File: src/rtl/owb_pkg.sv
package owb_pkg;
    localparam int SEL_W = 2;

    localparam logic [SEL_W-1:0] SEL_DATA = 2'd0;
    localparam logic [SEL_W-1:0] SEL_STAT = 2'd1;
    localparam logic [SEL_W-1:0] SEL_IEN  = 2'd2;

    // status bit positions, also the positions of the enable bits
    localparam int STS_TBE = 2;
    localparam int STS_TSE = 3;
    localparam int STS_RBF = 4;
    localparam int STS_RSF = 5;
    localparam int STS_LO  = STS_TBE;
    localparam int STS_N   = 4;

    typedef struct packed {
        logic tbe;
        logic tse;
        logic rbf;
        logic rsf;
    } flags_t;
endpackage

File: src/rtl/owb_txbuf.sv
module owb_txbuf #(
    parameter int BYTE_W = 8
) (
    input  logic              clk,
    input  logic              rst_n,
    input  logic              wr_en,
    input  logic [BYTE_W-1:0] wr_byte,
    input  logic              take,
    output logic              full,
    output logic [BYTE_W-1:0] data
);
    typedef struct packed {
        logic              full;
        logic [BYTE_W-1:0] data;
    } st_t;

    st_t st_d, st_q;

    always_comb begin
        st_d = st_q;
        if (take) begin
            st_d.full = 1'b0;
        end
        // a write in the same cycle as a hand-off refills the buffer
        if (wr_en) begin
            st_d.full = 1'b1;
            st_d.data = wr_byte;
        end
    end

    always_ff @(posedge clk) begin
        if (!rst_n) begin
            st_q <= '0;
        end else begin
            st_q <= st_d;
        end
    end

    assign full = st_q.full;
    assign data = st_q.data;
endmodule

File: src/rtl/owb_shifter.sv
module owb_shifter #(
    parameter int BYTE_W = 8
) (
    input  logic              clk,
    input  logic              rst_n,
    input  logic              buf_full,
    input  logic [BYTE_W-1:0] buf_byte,
    output logic              take,
    output logic              slot_req,
    output logic              slot_val,
    input  logic              slot_done,
    input  logic              slot_bit,
    output logic              idle,
    output logic              rsf,
    output logic              xfer_done,
    output logic [BYTE_W-1:0] rx_new
);
    localparam int CNT_W = (BYTE_W > 1) ? $clog2(BYTE_W) : 1;
    localparam logic [CNT_W-1:0] LAST = CNT_W'(BYTE_W - 1);

    typedef struct packed {
        logic              busy;
        logic              req;
        logic              rsf;
        logic [CNT_W-1:0]  cnt;
        logic [BYTE_W-1:0] tx_sh;
        logic [BYTE_W-1:0] rx_sh;
    } st_t;

    st_t  st_d, st_q;
    logic take_w;
    logic done_w;

    assign take_w = !st_q.busy && buf_full;

    always_comb begin
        st_d   = st_q;
        done_w = 1'b0;
        if (take_w) begin
            st_d.busy  = 1'b1;
            st_d.req   = 1'b0;
            st_d.rsf   = 1'b0;
            st_d.cnt   = '0;
            st_d.tx_sh = buf_byte;
            st_d.rx_sh = '0;
        end else if (st_q.busy) begin
            if (st_q.req && slot_done) begin
                // LSB first: shift right, new bit enters at the top
                st_d.rx_sh = {slot_bit, st_q.rx_sh[BYTE_W-1:1]};
                st_d.tx_sh = {1'b0, st_q.tx_sh[BYTE_W-1:1]};
                st_d.req   = 1'b0;
                if (st_q.cnt == LAST) begin
                    st_d.busy = 1'b0;
                    st_d.rsf  = 1'b1;
                    done_w    = 1'b1;
                end else begin
                    st_d.cnt = st_q.cnt + 1'b1;
                end
            end else if (!st_q.req) begin
                st_d.req = 1'b1;
            end
        end
    end

    always_ff @(posedge clk) begin
        if (!rst_n) begin
            st_q <= '0;
        end else begin
            st_q <= st_d;
        end
    end

    assign take      = take_w;
    assign slot_req  = st_q.req;
    assign slot_val  = st_q.tx_sh[0];
    assign idle      = !st_q.busy;
    assign rsf       = st_q.rsf;
    assign xfer_done = done_w;
    assign rx_new    = st_d.rx_sh;
endmodule

File: src/rtl/owb_status.sv
module owb_status
    import owb_pkg::*;
#(
    parameter int BYTE_W = 8
) (
    input  logic              clk,
    input  logic              rst_n,
    input  logic              xfer_done,
    input  logic [BYTE_W-1:0] rx_new,
    input  logic              rd_clr,
    input  logic              ien_wr,
    input  logic [STS_N-1:0]  ien_wdata,
    input  logic              tbe,
    input  logic              tse,
    input  logic              rsf,
    output logic              rbf,
    output logic [BYTE_W-1:0] rx_buf,
    output logic [STS_N-1:0]  ien,
    output flags_t            flags,
    output logic              irq
);
    typedef struct packed {
        logic              rbf;
        logic [BYTE_W-1:0] rx_buf;
        logic [STS_N-1:0]  ien;
    } st_t;

    st_t            st_d, st_q;
    logic [STS_N-1:0] sts_vec;

    always_comb begin
        st_d = st_q;
        if (rd_clr) begin
            st_d.rbf = 1'b0;
        end
        // completion wins over a same-cycle read clear
        if (xfer_done) begin
            st_d.rbf    = 1'b1;
            st_d.rx_buf = rx_new;
        end
        if (ien_wr) begin
            st_d.ien = ien_wdata;
        end
    end

    always_ff @(posedge clk) begin
        if (!rst_n) begin
            st_q <= '0;
        end else begin
            st_q <= st_d;
        end
    end

    always_comb begin
        flags.tbe = tbe;
        flags.tse = tse;
        flags.rbf = st_q.rbf;
        flags.rsf = rsf;
        sts_vec   = {rsf, st_q.rbf, tse, tbe};
    end

    assign irq    = |(sts_vec & st_q.ien);
    assign rbf    = st_q.rbf;
    assign rx_buf = st_q.rx_buf;
    assign ien    = st_q.ien;
endmodule

File: src/rtl/owb_byte_engine.sv
module owb_byte_engine
    import owb_pkg::*;
#(
    parameter int BYTE_W = 8,
    parameter int REG_W  = 16
) (
    input  logic             clk,
    input  logic             rst_n,
    input  logic [1:0]       reg_sel,
    input  logic             reg_wr,
    input  logic             reg_rd,
    input  logic [REG_W-1:0] reg_wdata,
    output logic [REG_W-1:0] reg_rdata,
    output logic             slot_req,
    output logic             slot_val,
    input  logic             slot_done,
    input  logic             slot_bit,
    output logic             irq
);
    logic              wr_data, wr_ien, rd_data;
    logic              buf_full, take, tse, rsf, xfer_done, rbf;
    logic              st_tbe, st_tse, st_rbf, st_rsf;
    logic [BYTE_W-1:0] buf_byte, rx_new, rx_buf;
    logic [STS_N-1:0]  ien;
    flags_t            flags;
    logic              unused_hi;

    assign wr_data = reg_wr && (reg_sel == SEL_DATA);
    assign wr_ien  = reg_wr && (reg_sel == SEL_IEN);
    assign rd_data = reg_rd && (reg_sel == SEL_DATA);

    owb_txbuf #(.BYTE_W(BYTE_W)) txbuf_i (
        .clk     (clk),
        .rst_n   (rst_n),
        .wr_en   (wr_data),
        .wr_byte (reg_wdata[BYTE_W-1:0]),
        .take    (take),
        .full    (buf_full),
        .data    (buf_byte)
    );

    owb_shifter #(.BYTE_W(BYTE_W)) shifter_i (
        .clk       (clk),
        .rst_n     (rst_n),
        .buf_full  (buf_full),
        .buf_byte  (buf_byte),
        .take      (take),
        .slot_req  (slot_req),
        .slot_val  (slot_val),
        .slot_done (slot_done),
        .slot_bit  (slot_bit),
        .idle      (tse),
        .rsf       (rsf),
        .xfer_done (xfer_done),
        .rx_new    (rx_new)
    );

    owb_status #(.BYTE_W(BYTE_W)) status_i (
        .clk       (clk),
        .rst_n     (rst_n),
        .xfer_done (xfer_done),
        .rx_new    (rx_new),
        .rd_clr    (rd_data),
        .ien_wr    (wr_ien),
        .ien_wdata (reg_wdata[STS_LO +: STS_N]),
        .tbe       (!buf_full),
        .tse       (tse),
        .rsf       (rsf),
        .rbf       (rbf),
        .rx_buf    (rx_buf),
        .ien       (ien),
        .flags     (flags),
        .irq       (irq)
    );

    assign st_tbe = flags.tbe;
    assign st_tse = flags.tse;
    assign st_rbf = flags.rbf;
    assign st_rsf = flags.rsf;
    assign unused_hi = ^{reg_wdata, rbf};

    always_comb begin
        reg_rdata = '0;
        unique case (reg_sel)
            SEL_DATA: reg_rdata[BYTE_W-1:0] = rx_buf;
            SEL_STAT: begin
                reg_rdata[STS_TBE] = st_tbe;
                reg_rdata[STS_TSE] = st_tse;
                reg_rdata[STS_RBF] = st_rbf;
                reg_rdata[STS_RSF] = st_rsf;
            end
            SEL_IEN:  reg_rdata[STS_LO +: STS_N] = ien;
            default:  reg_rdata = '0;
        endcase
    end
endmodule

File: config.mk
export PLATFORM = sky130hd
export DESIGN_NAME = owb_byte_engine
export DESIGN_NICKNAME = d
export VERILOG_FILES = /design/src/rtl/owb_pkg.sv /design/src/rtl/owb_txbuf.sv /design/src/rtl/owb_shifter.sv /design/src/rtl/owb_status.sv /design/src/rtl/owb_byte_engine.sv
export SDC_FILE = /design/constraint.sdc
export NUM_CORES = 1
export LEC_CHECK = 0
export ABC_AREA = 1
export CAP_MARGIN = 20
export CORE_MARGIN = 2
export CORE_UTILIZATION = 47
export CTS_CLUSTER_DIAMETER = 50
export DETAILED_ROUTE_END_ITERATION = 12
export DONT_BUFFER_PORTS = 1
export HOLD_SLACK_MARGIN = 0.1
export SYNTH_ARGS = -nofsm -noshare
export SYNTH_HDL_FRONTEND = slang
export SYNTH_HIERARCHICAL = 1
export SYNTH_SLANG_ARGS = --single-unit
File: constraint.sdc
create_clock -name clk -period 2.1 [get_ports clk]
set_input_delay 0.42 -clock clk [delete_from_list [all_inputs] [get_ports clk]]
set_output_delay 0.42 -clock clk [all_outputs]
set_load 0.01 [all_outputs]
==> results_dict.tcl, run 1 <==
set metrics [dict create \
    worst_path_largest_cell_delay_ps 380 \
    clk_root_buffer_cell "clkbuf_8" \
    cp-start-kind "register" \
    path_class "register to output pin" \
    io-pin-count 43 \
    final.min_clock_period_ps 1680 \
    place.detailed.hpwl_um 2880 \
    synth-seq-area-share_pct 41.1 \
    netlist_area_um2 2140 \
    tritoncts_num_sinks 44 \
    synth-edff-count 0 \
    routed.top_layer "met4" \
    worst_setup_path_endpoint "irq" \
    drt.antenna.violating_nets 0 \
    multiInputGateArea_um2 968 \
    timing.final.setup_violations 0 \
    synth_top_flop_cell "dfxtp_1" \
    wirelength_met1_um 1980 \
    die_w_um 71.5 \
    globalRouteOverflowTotal 0 \
    finish.net_count 324 \
    async_reset_ff_share_pct 0 \
    crit_chain "buf_4 -> inv_2 -> nand2_1 -> nand2_1 -> inv_1 -> nand2_1" \
    min_path_type "input pin to register" \
    finClkSkew_ps 2.48 \
    max_freq_mhz 596 \
    required_ps 1680 \
    detailedRoute.firstIterationViolations 76 \
    htree_levels 2 \
    netlist_instances 305 \
    power-per-cell-area_nw_per_um2 759 \
    largest_area_contributor_in_the_netlist "dfxtp_1" \
    drt_first_pass_iters 4 \
    crit_path_from "shifter_i/st_q[21]" \
    floorplan.die_area_um2 5110 \
    maxSlewViolCount 0 \
    count_of_cells_along_the_worst_register_to_register_path 8 \
    yosys_warnings 6 \
    synth_seq_cells 44 \
    cpMostUsedCell "nand2_1" \
    route.detailed.vias_per_inst 4.92 \
    grt_pass1_wl_um 7070 \
    drc 0 \
    worstPathArrival_ps 1260 \
    ctsResizeCount 0 \
    status "complete, no violations" \
    avgSynthCellArea_um2 7.02 \
    leakage_nw 0.993 \
    antenna_cells_inserted 0 \
    finalSetupTns_ps 0 \
    area_delta_synth_final_pct 3.04 \
    cts_buffers 5 \
    floorplan.rows 24 \
    design.core.area_um2 4380 \
    area.sequential_um2 881 \
    grt_pass1_vias 1579 \
    drv.max_cap_violation_count 0 \
    rrSetupSlack_ps 710 \
    critical_path.max_fanout 11 \
    worst_setup_path_end_kind "output pin" \
    cts_tree "built" \
    met2_length_um 1890 \
    yosys.cell_types.count 22 \
    insertion_delay_to_the_later_sink_of_the_worst_skew_pair_ps 300 \
    final_cell_area_um2 2210 \
    grt_max_degree 26 \
    postCtsSetupBuffers 0 \
    final_layout_size_suffix_gt1_share_pct 9.70 \
    detailed_place.area_um2 2080 \
    port_buffer_count 0 \
    timing_hold_violations_final 0 \
    final_min_period_over_clock_period_pct 79.9 \
    clkSlewWorstSetupHoldPaths_ps 80 \
    post_drt_wl_per_cell_um 11.7 \
    cts.hold.buffers_added 0 \
    worstReg2RegStart "shifter_i/st_q[16]" \
    initial_core_util_pct 48.8 \
    crit-reg2reg-capture "status_i/rx_buf[4]" \
    vdd_ir_drop_max_mv 0.417 \
    fillerInstances 462 \
    met3_length_um 191 \
    most_common_cell_in_the_synthesized_netlist "nor2_1" \
    antenna_found_initial 0 \
    ys_top_cells_by_area "dfxtp_1 (41%), nor2_1 (14%), nand2_1 (8.6%)" \
    cts_buffer_depth 2 \
    track_usage_pct 17.8 \
    rsz0062_at_grt "false" \
    dr_total_vias 1728 \
    netlist.area_leader.share_pct 41.1 \
    die_height_um 71.5 \
    place.gp.congestion 0.756 \
    wirelength_um 4120 \
    most_common_library_cells_after_synthesis "nor2_1 (77), nand2_1 (49), dfxtp_1 (44), inv_1 (27), o21ai_0 (23)" \
    critical_path.slowest_cell "dfxtp_1" \
]
[cell usage in the layout, fill, tap and decap left out, types with 2 or more instances in the layout]
master     n
a21oi_1   10
a21oi_2    2
buf_4      5
clkbuf_8   7
conb_1     8
dfxtp_1   44
ha_1       2
inv_1     27
inv_2      6
nand2_1   49
nand2_4    2
nand3_1   22
nand4_1    7
nor2_1    77
nor2_4     3
o21ai_0   23
[stage by stage]
step	hold slack, ps	util (%)	worst slack (ps)	std cells	total power [mW]
finish	230	50.3	423	351	1.67
global route	231	50.3	334	351	1.74
CTS	219	50.3	406	351	1.69
detailed placement	479	47.4	705	343	0.984
global placement	474	47.4	727	343	0.984
floorplan	440	-	667	312	0.982
[sequential cells by signal, summed over array words and instances, names as in the netlist]
signal              cells
shifter_i/st_q         19
shifter_i/slot_val      1
shifter_i/rsf           1
shifter_i/slot_req      1
txbuf_i/data            8
status_i/ien            4
status_i/rx_buf         8
status_i/rbf            1
txbuf_i/full            1
[how the worst min path moves through the flow]
stage                                  start                  to  slack [ps]  cells after the start
after global routing                   rst_n        status_i/rbf         230                      2
final                                  rst_n        txbuf_i/full         230                      2
after CTS                              rst_n        status_i/rbf         220                      2
after floorplan              txbuf_i/data[7]  shifter_i/st_q[15]         440                      2
after global placement    shifter_i/st_q[17]  shifter_i/st_q[17]         470                      2
after detailed placement        status_i/rbf        status_i/rbf         480                      2
[per-layer routing]
layer | GRT usage [%] | up-vias
li1 | - | 919
met1 | 23.0 | 772
met2 | 28.3 | 30
met3 | 4.64 | 7
met4 | 7.55 | 0
met5 | 0 | -
[area by class of cell]
| type | count | share of cell area (%) |
|---|---|---|
| multi-input combinational | 208 | 43.9 |
| inverter | 34 | 5.79 |
| tap | 52 | 2.95 |
| timing repair buffer | 5 | 1.70 |
| sequential | 44 | 39.9 |
| clock buffer | 7 | 4.37 |
| clock inverter | 1 | 1.36 |
[worst max-delay path: cells and delay by family, from the launching register on]
kind / cells / cell delay [ps]
flip-flops: 1 / 380
buffers and inverters: 3 / 370
AND/OR/NAND/NOR: 3 / 210
[kinds of logic after synthesis]
family	after synthesis	share of synthesized area, %
fa+ha+maj	2	1.17
buf+inv	60	14.8
compound gates	35	8.53
simple gates	163	34.1
flops	44	41.1
other cells	1	0.175
[power breakdown]
part	internal, mW	switching [mW]	leakage [nW]
clock network	0.420	0.291	0.0645
registers	0.851	0.0117	0.356
logic	0.0302	0.0712	0.572
No activity file was read; power rests on OpenSTA's default activity.
==> run 2: changes to the inputs <==
Clock period 2.1 ns to 1.4 ns, I/O delays scaled along.
==> results_dict.tcl, run 2 (same netlist as run 1, synthesis figures left out) <==
set metrics [dict create \
    die_height_um 71.5 \
    min_path_type "input pin to register" \
    worst_setup_path_end_kind "output pin" \
    pwr-share-comb_pct 7.3 \
    globalRouteOverflowTotal 0 \
    htree_levels 2 \
    final_cell_mix "nor2_1 (76), nand2_1 (49), dfxtp_1 (41), inv_1 (26), nand3_1 (22)" \
    final_min_period_over_clock_period_pct 94.3 \
    worstPathArrival_ps 1040 \
    top_register "shifter_i/st_q" \
    wirelength_um 4030 \
    design.core.area_um2 4380 \
    drt.antenna.violating_nets 0 \
    power-per-cell-area_nw_per_um2 991 \
    die_w_um 71.5 \
    drt_first_pass_iters 4 \
    cts_tree "built" \
    largest_register_ffs 19 \
    drc 0 \
    place_ws_ps 58.4 \
    p_switching_uw 522 \
    multiInputGateArea_um2 976 \
    vdd_ir_drop_max_mv 0.627 \
    antenna_cells_inserted 0 \
    power_share_of_the_clock_group_pct 33.5 \
    detailedRoute.firstIterationViolations 122 \
    area.sequential_um2 885 \
    antenna_found_initial 0 \
    max_freq_mhz 757 \
    final.min_clock_period_ps 1320 \
    timing.final.setup_violations 0 \
    area_delta_synth_final_pct 3.45 \
    rsz0062_at_grt "true" \
    final_common_cell "nor2_1" \
    finalSetupTns_ps 0 \
    route.detailed.vias_per_inst 4.82 \
    grt_pass1_vias 1524 \
    path_class "register to output pin" \
    timing_hold_violations_final 0 \
    setup_slack_of_the_critical_path_after_layout_ps 79.4 \
    final_layout_size_suffix_gt1_share_pct 11.6 \
    required_ps 1120 \
    cp-start-kind "register" \
    grt_max_degree 26 \
    grt_pass1_wl_um 6860 \
    insertion_delay_to_the_later_sink_of_the_worst_skew_pair_ps 290 \
    critical_path.max_fanout 4 \
    port_buffer_count 0 \
    status "complete, no violations" \
    final_core_util_pct 50.5 \
    dr_total_vias 1712 \
    rrSetupSlack_ps 100 \
    finish.net_count 329 \
    finClkSkew_ps 5.71 \
    fillerInstances 457 \
    place.detailed.hpwl_um 2900 \
    p_sw_share_pct 23.8 \
    power_report.internal_total_mw 1.67 \
    detailed_place.area_um2 2100 \
    clk_root_buffer_cell "clkbuf_8" \
    clkSlewWorstSetupHoldPaths_ps 80 \
    floorplan.die_area_um2 5110 \
    io-pin-count 43 \
    cts_buffers 5 \
    drv.max_cap_violation_count 0 \
    tritoncts_num_sinks 44 \
    cts_buffer_depth 2 \
    track_usage_pct 17.0 \
    layout_cells_excl_fill 355 \
    totalPowerFinal_mw 2.19 \
    post_drt_wl_per_cell_um 11.4 \
    floorplan.rows 24 \
    numPlacedInstances 346 \
    timing.hold.ws_ps 119 \
    initial_core_util_pct 48.8 \
    power_frac_seq_pct 59.2 \
    maxSlewViolCount 0 \
    place.gp.congestion 0.759 \
    final_cell_area_um2 2210 \
    leakage_nw 0.996 \
    postCtsSetupBuffers 0 \
]
-- run 2: changes by cell type in the layout (fill, tap and decap cells not counted), sizes merged --
cell / change
bufinv: -1
clkinv: +1
buf: +3
dlygate4sd3: +2
clkbuf: -1
-- run 2: worst max-delay path, stage by stage, from the launching register on --
cell	delay, ps
dfxtp_2	360
inv_2	130
nand2_1	80
nand2_1	50
inv_1	40
nand2_1	100
-- run 2: routing by layer --
layer	up-vias	GRT usage, %	share of wire (%)
li1	924	-	-
met1	753	22.9	48
met2	30	26.3	46
met3	5	5.34	4.9
met4	0	5.03	1.0
met5	-	0	0
-- run 2: layout make-up --
type	count	share of cell area, %
well taps	52	2.94
flip-flops and latches	44	39.9
inverters	34	5.76
clock inverters	1	0.226
repair buffers	10	3.79
multi-input cells	208	44.1
clock buffers	6	3.28
-- run 2: path summary, 6_finish.rpt --
check,start,end,cells after the start
setup / recovery,shifter_i/st_q[21],irq,5
setup reg to reg,shifter_i/st_q[16],status_i/rx_buf[1],7
hold reg to reg,txbuf_i/data[7],shifter_i/st_q[15],2
hold / removal,rst_n,status_i/rx_buf[2],2
-- run 2: what timing repair did --
action,in CTS,in global routing
gates resized for setup,1,8
endpoints found under the setup margin,1,11
hold buffers,1,1
endpoints found under the hold margin,1,1
-- run 2: power groups by stage --
stage               logic [mW]  registers [mW]  clock network (mW)
global route             0.181            1.30               0.819
global placement         0.154            1.33                   0
floorplan                0.153            1.32                   0
detailed placement       0.155            1.33                   0
CTS                      0.158            1.30               0.753
finish                   0.160            1.30               0.735
